### src/rtl/rxto_pkg.sv
package rxto_pkg;
  typedef enum logic [1:0] {
    PH_IDLE   = 2'd0,
    PH_ARM    = 2'd1,
    PH_RELOAD = 2'd2,
    PH_RUN    = 2'd3
  } phase_t;

  localparam int unsigned ADDR_CNT_LO = 0;
  localparam int unsigned ADDR_CNT_HI = 1;
  localparam int unsigned ADDR_CMD0   = 2;
  localparam int unsigned ADDR_MASK   = 4;
  localparam int unsigned ADDR_STAT   = 5;

  localparam logic [7:0] CMD_START  = 8'h01;
  localparam logic [7:0] CMD_STOP   = 8'h02;
  localparam logic [7:0] CMD_TO_ON  = 8'h0A;
  localparam logic [7:0] CMD_TO_OFF = 8'h0C;

  localparam int unsigned READY_BIT = 3;
endpackage

### src/rtl/rxto_cmd_dec.sv
module rxto_cmd_dec
  import rxto_pkg::*;
#(
  parameter int unsigned NCH = 2,
  parameter int unsigned AW  = 3,
  parameter int unsigned DW  = 8,
  parameter int unsigned CW  = 16
) (
  input  logic           clk,
  input  logic           rst_n,
  input  logic           wr,
  input  logic [AW-1:0]  addr,
  input  logic [DW-1:0]  wdata,
  output logic [CW-1:0]  pre_q,
  output logic [DW-1:0]  mask_q,
  output logic           mode_q,
  output logic           en_cmd,
  output logic           mode_off,
  output logic           start_p,
  output logic           stop_p
);
  localparam int unsigned NB = CW / DW;

  logic [NCH-1:0] hit, en_q, en_d;
  logic [CW-1:0]  pre_d;
  logic [DW-1:0]  mask_d;

  for (genvar c = 0; c < NCH; c++) begin : g_ch
    localparam logic [AW-1:0] CADDR = AW'(ADDR_CMD0 + c);
    assign hit[c] = wr && (addr == CADDR);
    always_comb begin
      en_d[c] = en_q[c];
      if (hit[c] && wdata == CMD_TO_ON)  en_d[c] = 1'b1;
      if (hit[c] && wdata == CMD_TO_OFF) en_d[c] = 1'b0;
    end
  end

  for (genvar b = 0; b < NB; b++) begin : g_pre
    localparam logic [AW-1:0] BADDR = AW'(ADDR_CNT_LO + b);
    assign pre_d[b*DW +: DW] = (wr && addr == BADDR) ? wdata : pre_q[b*DW +: DW];
  end

  assign mask_d   = (wr && addr == AW'(ADDR_MASK)) ? wdata : mask_q;
  assign en_cmd   = (|hit) && (wdata == CMD_TO_ON);
  assign start_p  = (|hit) && (wdata == CMD_START);
  assign stop_p   = (|hit) && (wdata == CMD_STOP);
  assign mode_q   = |en_q;
  assign mode_off = (|en_q) && !(|en_d);

  always_ff @(posedge clk or negedge rst_n) begin
    if (!rst_n) begin
      en_q   <= '0;
      pre_q  <= '0;
      mask_q <= '0;
    end else begin
      en_q   <= en_d;
      pre_q  <= pre_d;
      mask_q <= mask_d;
    end
  end
endmodule

### src/rtl/rxto_counter.sv
module rxto_counter
  import rxto_pkg::*;
#(
  parameter int unsigned CW = 16
) (
  input  logic          clk,
  input  logic          rst_n,
  input  logic          tick,
  input  logic          chr_evt,
  input  logic          mode_q,
  input  logic          en_cmd,
  input  logic          mode_off,
  input  logic          start_p,
  input  logic          stop_p,
  input  logic [CW-1:0] pre,
  output logic [CW:0]   cnt_q,
  output logic          ready_q
);
  phase_t      ph_q, ph_d;
  logic [CW:0] cnt_d, load_val;
  logic        ready_d;

  assign load_val = (pre == '0) ? {1'b1, {CW{1'b0}}} : {1'b0, pre};

  always_comb begin
    ph_d    = ph_q;
    cnt_d   = cnt_q;
    ready_d = ready_q;
    if (mode_off) begin
      ph_d = PH_IDLE;
    end else if (en_cmd) begin
      ph_d    = PH_IDLE;
      ready_d = 1'b0;
    end else if (mode_q && chr_evt) begin
      ph_d    = PH_ARM;
      ready_d = 1'b0;
    end else if (!mode_q && start_p) begin
      ph_d    = PH_RUN;
      cnt_d   = load_val;
      ready_d = 1'b0;
    end else if (!mode_q && stop_p) begin
      ph_d    = PH_IDLE;
      ready_d = 1'b0;
    end else if (tick) begin
      unique case (ph_q)
        PH_ARM: begin
          cnt_d = load_val;
          ph_d  = PH_RELOAD;
        end
        PH_RELOAD: ph_d = PH_RUN;
        PH_RUN: begin
          if (cnt_q <= (CW+1)'(1)) begin
            cnt_d   = '0;
            ready_d = 1'b1;
            ph_d    = PH_IDLE;
          end else begin
            cnt_d = cnt_q - (CW+1)'(1);
          end
        end
        default: ph_d = ph_q;
      endcase
    end
  end

  always_ff @(posedge clk or negedge rst_n) begin
    if (!rst_n) begin
      ph_q    <= PH_IDLE;
      cnt_q   <= '0;
      ready_q <= 1'b0;
    end else begin
      ph_q    <= ph_d;
      cnt_q   <= cnt_d;
      ready_q <= ready_d;
    end
  end
endmodule

### src/rtl/rx_idle_timer.sv
module rx_idle_timer
  import rxto_pkg::*;
#(
  parameter int unsigned NCH = 2,
  parameter int unsigned AW  = 3,
  parameter int unsigned DW  = 8,
  parameter int unsigned CW  = 16
) (
  input  logic           clk,
  input  logic           rst_n,
  input  logic           reg_wr,
  input  logic [AW-1:0]  reg_addr,
  input  logic [DW-1:0]  reg_wdata,
  output logic [DW-1:0]  reg_rdata,
  input  logic           ct_en,
  input  logic [NCH-1:0] chr_load,
  output logic           irq_o
);
  logic [1:0]    rst_sync;
  logic          rst_s_n;
  logic [CW-1:0] pre_q;
  logic [DW-1:0] mask_q;
  logic          mode_q, en_cmd, mode_off, start_p, stop_p, chr_evt;
  logic [CW:0]   cnt_q;
  logic          ready_q;

  always_ff @(posedge clk or negedge rst_n) begin
    if (!rst_n) rst_sync <= 2'b00;
    else        rst_sync <= {rst_sync[0], 1'b1};
  end
  assign rst_s_n = rst_sync[1];

  rxto_cmd_dec #(.NCH(NCH), .AW(AW), .DW(DW), .CW(CW)) u_dec (
    .clk(clk), .rst_n(rst_s_n), .wr(reg_wr), .addr(reg_addr), .wdata(reg_wdata),
    .pre_q(pre_q), .mask_q(mask_q), .mode_q(mode_q), .en_cmd(en_cmd),
    .mode_off(mode_off), .start_p(start_p), .stop_p(stop_p)
  );

  assign chr_evt = |chr_load;

  rxto_counter #(.CW(CW)) u_cnt (
    .clk(clk), .rst_n(rst_s_n), .tick(ct_en), .chr_evt(chr_evt), .mode_q(mode_q),
    .en_cmd(en_cmd), .mode_off(mode_off), .start_p(start_p), .stop_p(stop_p),
    .pre(pre_q), .cnt_q(cnt_q), .ready_q(ready_q)
  );

  always_comb begin
    reg_rdata = '0;
    if (reg_addr == AW'(ADDR_CNT_LO))      reg_rdata = cnt_q[DW-1:0];
    else if (reg_addr == AW'(ADDR_CNT_HI)) reg_rdata = cnt_q[2*DW-1:DW];
    else if (reg_addr == AW'(ADDR_MASK))   reg_rdata = mask_q;
    else if (reg_addr == AW'(ADDR_STAT))   reg_rdata[READY_BIT] = ready_q;
  end

  assign irq_o = ready_q && mask_q[READY_BIT];
endmodule

### config.mk
export PLATFORM = sky130hd
export DESIGN_NAME = rx_idle_timer
export DESIGN_NICKNAME = d
export VERILOG_FILES = /design/src/rtl/rxto_pkg.sv /design/src/rtl/rxto_cmd_dec.sv /design/src/rtl/rxto_counter.sv /design/src/rtl/rx_idle_timer.sv
export SDC_FILE = /design/constraint.sdc
export NUM_CORES = 1
export LEC_CHECK = 0
export BUFFER_PORTS_ARGS = -buffer_cell sky130_fd_sc_hd__buf_2
export CORE_ASPECT_RATIO = 1.5
export CORE_MARGIN = 2
export CORE_UTILIZATION = 25
export CTS_CLUSTER_SIZE = 16
export DETAILED_ROUTE_END_ITERATION = 7
export PLACE_DENSITY = 0.49
export SLEW_MARGIN = 20
export SYNTH_ARGS = -nofsm -noshare
export SYNTH_HDL_FRONTEND = slang
export SYNTH_SLANG_ARGS = --single-unit
### constraint.sdc
create_clock -name clk -period 2.3 [get_ports clk]
set_clock_uncertainty 0.15 [all_clocks]
set_input_delay 0.23 -clock clk [delete_from_list [all_inputs] [get_ports clk]]
set_output_delay 0.23 -clock clk [all_outputs]
set_load 0.02 [all_outputs]
-- After elaboration in Yosys (flattened, before gate mapping)
Cells that the tools add are included.
Widths: inputs -> output; s select.
- $add $sub $neg: 1
- $lt $le $gt $ge: 1
- eq/ne operators: 14
- multiplexer cells: 31
- bitwise gates (word level): 3
- reductions and logical operators: 35
- operators with widths (cell ; number):
    $mux 17 ; 5
    $pmux 17 s2 ; 1
    $le 17x1->1 const B ; 1
    $logic_and 1x1->1 ; 17
    $sub 17x1->17 const B ; 1
    $eq 8x4->1 const B ; 2
    $logic_not 16->1 ; 1
    $mux 8 ; 2
    $reduce_bool 5->1 ; 3
    $mux 2 ; 7
    $mux 1 ; 13
    $eq 8x1->1 const B ; 1
    $eq 8x2->1 const B ; 1
    $reduce_bool 8->1 ; 1
    $reduce_or 2->1 ; 4
    $ne 7x3->1 const B ; 1
    $eq 3x2->1 const B ; 2
    $eq 3x3->1 const B ; 2
    $pmux 2 s3 ; 1
    $reduce_and 6->1 ; 1
    $reduce_bool 6->1 ; 1
    $eq 2x2->1 const B ; 2
    $mux 4 ; 1
    $reduce_and 4->1 ; 1
    other kinds (10) ; 13
- register bits after elaboration: 48
- logic and storage cells: 93

-- Logic depth before layout (Yosys ltp)
- depth in word-level cells: 10
- mapped depth: 8
- mapped depth without buffers: 7

-- Modules after synthesis
From an unflattened synthesis, not the netlist that was laid out.
- cell total of the unflattened synthesis: 304
- area total of the unflattened synthesis: 3108.0 sq um
- modules (own cells, without submodules) (module ; instances ; cells each ; area each (sq um)):
    rxto_counter ; 1 ; 189 ; 1650.3
    rxto_cmd_dec ; 1 ; 76 ; 1141.1
    rx_idle_timer ; 1 ; 39 ; 316.6

-- Worst setup path before layout
Ideal clock, no wire load.
- path kind: register -> register
- start point: reg u_cnt.cnt_q[13]
- end point: reg u_cnt.cnt_q[12]
- setup time: 0.123 ns
- data arrival time: 1.749 ns
- data required time: 2.027 ns
- path slack: 0.278 ns
- cell stages (with the launch flop): 8
- buffers on the path: 1
- clock period less this slack: 2.022 ns
- cell sequence: dfrtp_1 nor4_2 o2111ai_2 o211ai_4 buf_6 nor2_1 o21ai_1 o21ai_1
- cells in the longest elaborated chain, start to end: 6
- RTL lines (element ; line ; RTL):
    from (decl) ; rxto_counter.sv:16 ; output logic [CW:0] cnt_q,
    from (signal assigned) ; rxto_counter.sv:72 ; cnt_q <= cnt_d;
    $le 17x1->1 ; rxto_counter.sv:52 ; if (cnt_q <= (CW+1)'(1)) begin
    $mux 17 ; rxto_counter.sv:52 ;
    $pmux 17 s2 ; rxto_counter.sv:45 ; unique case (ph_q)
    $mux 17 ; rxto_counter.sv:44 ; end else if (tick) begin
    $mux 17 ; rxto_counter.sv:41 ; end else if (!mode_q && stop_p) begin
    $mux 17 ; rxto_counter.sv:37 ; end else if (!mode_q && start_p) begin
Every way passes these cells. The select of a mux whose other input is x is not followed.
A chain may end at the register's enable or synchronous reset.

-- Worst setup path after layout
- start point: reg u_dec.en_q[0]
- end point: reg u_cnt.cnt_q[1]
- cells in the longest elaborated chain, start to end: 7
- elaborated cells between the ends (all ways): 17
- RTL lines (element ; line ; RTL):
    from (decl) ; rxto_cmd_dec.sv:24 ; logic [NCH-1:0] hit, en_q, en_d;
    from (signal assigned) ; rxto_cmd_dec.sv:56 ; en_q <= en_d;
    $mux 1 ; rxto_cmd_dec.sv:33 ; if (hit[c] && wdata == CMD_TO_ON) en_d[c] = 1'b1;
    $mux 1 ; rxto_cmd_dec.sv:34 ; if (hit[c] && wdata == CMD_TO_OFF) en_d[c] = 1'b0;
    $reduce_or 2->1 ; rxto_cmd_dec.sv:48 ; assign mode_off = (|en_q) && !(|en_d);
    $logic_not 1->1 ; rxto_cmd_dec.sv:48 ;
    $logic_and 1x1->1 ; rxto_cmd_dec.sv:48 ;
    $not 1->1 (no source line) ; n/a ;
    $reduce_and 6->1 (no source line) ; n/a ;
Parallel ways exist; a longest one is shown, timed or not.

==> run_results.csv <==
group,metric,value,unit
status,status,"complete, no violations",
setup_path,max_stage_delay,0.45,ns
pwr,seq_power_share,38.6,%
sta,setup_tns,0,ns
flow_run,drv_cap,0,
sta,fmax,0.465,GHz
clock_tree,postCtsHoldBufs,1,
clock_tree,ctsRootBufferMaster,"clkbuf_16",
pwr,p_sw_share,36.9,%
setup_path,path_delay_family,"compound AO/OA/AOI/OAI gates",
logic_synthesis,synth_area_leader_cell,"dfrtp_1",
die,die_x,92.3,um
final_layout,antenna_cells,0,
logic_synthesis,synthCells,309,
sta,worst_pin_slew,0.613,ns
sta,finalHoldViolCount,0,
sta,min_period,2.15,ns
sta,rsz0062_at_grt,"false",
drt,ant_nets,0,
pwr,ir_drop,0.301,mV
clock_tree,cts_tree,"yes",
logic_synthesis,yosysWarnings,0,
grt,grt_pass1_vias,2538,
logic_synthesis,synth_area,2930,sq um
drt,wl_per_cell,16.9,um
drt,routed_wl,8590,um
clock_tree,numCtsBuffers,5,
sta,drv_slew,0,
pwr,p_per_area,972,nW/um^2
sta,slew_headroom,59.1,%
worst_hold_path,min_path_type,"input pin to async pin",
sta,holdWs,0.0998,ns
setup_path,crit_path_start_kind,"flip-flop",
setup_path,worst_setup_path_end_kind,"flip-flop",
grt,grt_pass1_wl,13900,um
setup_path,crit_buf_inv,1,
die,die_h,137,um
setup_path,cp.arrival,2.22,ns
pwr,p_clk_share,25.2,%
grt,grt_max_degree,47,
logic_synthesis,synth_edf_count,0,
final_layout,final_layout_size_suffix_gt1_share,28.5,%
die,start_util,25.5,%
logic_synthesis,ys_seq_area_share,41.0,%
final_layout,syn_to_final_growth,22.6,%
logic_synthesis,yosys-top-cells-area,"dfrtp_1 41%, mux2_2 9.2%, nor2_1 5.0%, a21oi_1 4.4%, o21ai_1 4.3%",
logic_synthesis,synthFlopType,"dfrtp_1",
die,ios,26,
logic_synthesis,ys_types,60,
setup_path,required,2.37,ns
setup_path,path_cells,"or3b_1, a211o_1, a21oi_2, a31o_4, buf_4, a211oi_1, a21oi_1",
grt,grt_usage,14.3,%
sta,setup_viol,0,
drt,route.detailed.drc,0,
clock_tree,ctsLongestPathBuffers,2,
final_layout,nNetsFinal,379,
grt,antenna_found_initial,0,
drt,drt_iter0_drc,170,
pwr,p_switching,1.29,mW
clock_tree,clk_pin_slew,0.07,ns
clock_tree,cts_max_level,2,
logic_synthesis,async_reset_ff_share,100,%
pwr,internal_power,2.20,mW
clock_tree,cts_setup_buffers,0,
setup_path,cpMaxStageDelayCell,"dfrtp_1",
clock_tree,cts_sinks,48,
logic_synthesis,synth_nets,331,
setup_path,crit_fanout,19,
place,numPortBuffers,25,
logic_synthesis,synth_top_area_share,41.0,%
place,gp_congestion,0.886,
drt,viasPerCell,5.05,
drt,vias,2566,
pwr,pwr-share-comb,36.2,%
place,pre_cts_ws,0.169,ns
pwr,p_leak,1.53,nW
die,die-area,12600,sq um
clock_tree,clkLatencyLatePin,0.29,ns
grt,grt_overflow,0,
clock_tree,cts.repair.resized,0,
sta,setup_ws,0.147,ns
setup_path,path_class,"flip-flop to flip-flop",
die,coreArea,11500,sq um
place,dp_hpwl,6590,um
logic_synthesis,synth-seq-cells,48,
die,rows,48,
setup_path,r2r_slack,0.15,ns
sta,fin_crit_sh,93.6,%
logic_synthesis,avgSynthCellArea,9.47,sq um
drt,drt-pass1-iter-count,5,
## Yosys cell counts (2+ instances only)
master,instances
nor4_1,7
nand3_1,3
o22ai_1,2
nor4_2,2
clkbuf_1,4
a211oi_1,2
o21ai_0,2
o21bai_1,3
nor3_1,13
and2_1,2
a31oi_1,2
nor2b_1,5
buf_6,3
ha_1,5
a21oi_1,26
a22oi_1,4
dfrtp_1,48
mux2_2,24
buf_2,6
o2bb2ai_1,2
a41oi_1,2
or3_1,2
nand2_1,18
o31ai_1,2
nor2_1,39
inv_1,10
nand2b_1,2
a32oi_1,5
o21ai_1,25
nor3b_2,2
mux2i_1,8
## final timing paths
check / depth (start not counted) / startpoint / to
max reg2reg: 7 / u_dec.en_q[0]$_DFF_PN0_ / u_cnt.cnt_q[1]$_DFFE_PN0P_
min: 2 / rst_n / rst_sync[1]$_DFF_PN0_
max: 7 / u_dec.en_q[0]$_DFF_PN0_ / u_cnt.cnt_q[1]$_DFFE_PN0P_
min reg2reg: 0 / rst_sync[0]$_DFF_PN0_ / rst_sync[1]$_DFF_PN0_
min in group clk: 2 / reg_wdata[7] / u_dec.pre_q[15]$_DFFE_PN0P_
max in group asynchronous: 1 / rst_sync[1]$_DFF_PN0_ / u_cnt.cnt_q[10]$_DFFE_PN0P_
## worst register-to-register path: stages (launching register included)
cell and delay [ns]:
dfrtp_1 0.45, or3b_1 0.37, a211o_1 0.33, a21oi_2 0.19, a31o_4 0.26, buf_4 0.18
a211oi_1 0.04, a21oi_1 0.11
## through the flow
step / instances / utilization, % / instance area (sq um) / power [mW]
after global routing: 508 / 31.3 / 3590 / 3.72
final: 508 / 31.3 / 3590 / 3.49
after detailed placement: 499 / 29.6 / 3400 / 2.62
after floorplan: 309 / - / 2930 / 2.09
after CTS: 508 / 31.3 / 3590 / 3.51
after global placement: 499 / 29.6 / 3400 / 2.61
## cell families (layout without fill, tap and decap cells)
group / after synthesis / in the layout / share of synthesized area, %
muxes: 33 / 33 / 12.7
and+or+nand+nor: 109 / 109 / 19.9
other: 1 / 1 / 0.128
DFF: 48 / 48 / 41.0
adders and majority gates: 5 / 5 / 2.14
buffers and inverters: 25 / 74 / 4.36
AOI/OAI and AO/OA: 88 / 88 / 19.7
## area by class of cell
cell class,instances,area (sq um)
clock buffers,6,139
clock inverters,2,38.8
fillers,1204,7880
inverters,10,37.5
multi-input cells,236,1600
flip-flops and latches,48,1200
well taps,150,188
repair buffers,56,385
## sequential cells by signal, summed over array words and instances, names as in the netlist
name           flops
u_dec.mask_q       8
u_dec.en_q         2
rst_sync           2
u_cnt.ready_q      1
u_cnt.ph_q         2
u_cnt.cnt_q       17
u_dec.pre_q       16
## power groups by stage
| stage | Clock [mW] | Combinational (mW) | Sequential [mW] |
|---|---|---|---|
| 2_1_floorplan | 0 | 0.813 | 1.28 |
| 3_3_place_gp | 0 | 1.25 | 1.36 |
| 3_5_place_dp | 0 | 1.26 | 1.36 |
| 4_1_cts | 0.895 | 1.27 | 1.35 |
| 5_1_grt | 0.932 | 1.41 | 1.38 |
| 6_report | 0.880 | 1.26 | 1.34 |
## placed cells by master, fill, tap and decap left out, drive strengths merged, types with 6 or more instances in the layout
master  synthesis  layout
a21oi          27      27
buf            11      55
clkbuf          4       6
dfrtp          48      48
inv            10      10
mux2           24      24
mux2i           8       8
nand2          18      18
nor2           40      40
nor3           14      14
nor4           10      10
o21ai          27      27
## per-layer routing
metal,vias up,wire length (um),global-route usage (%)
li1,1230,-,-
met4,0,267,6.30
met1,1258,3570,17.5
met2,64,4510,25.3
met5,-,0,0
met3,14,240,1.65
Note: power is estimated with default switching activity, not from simulation.
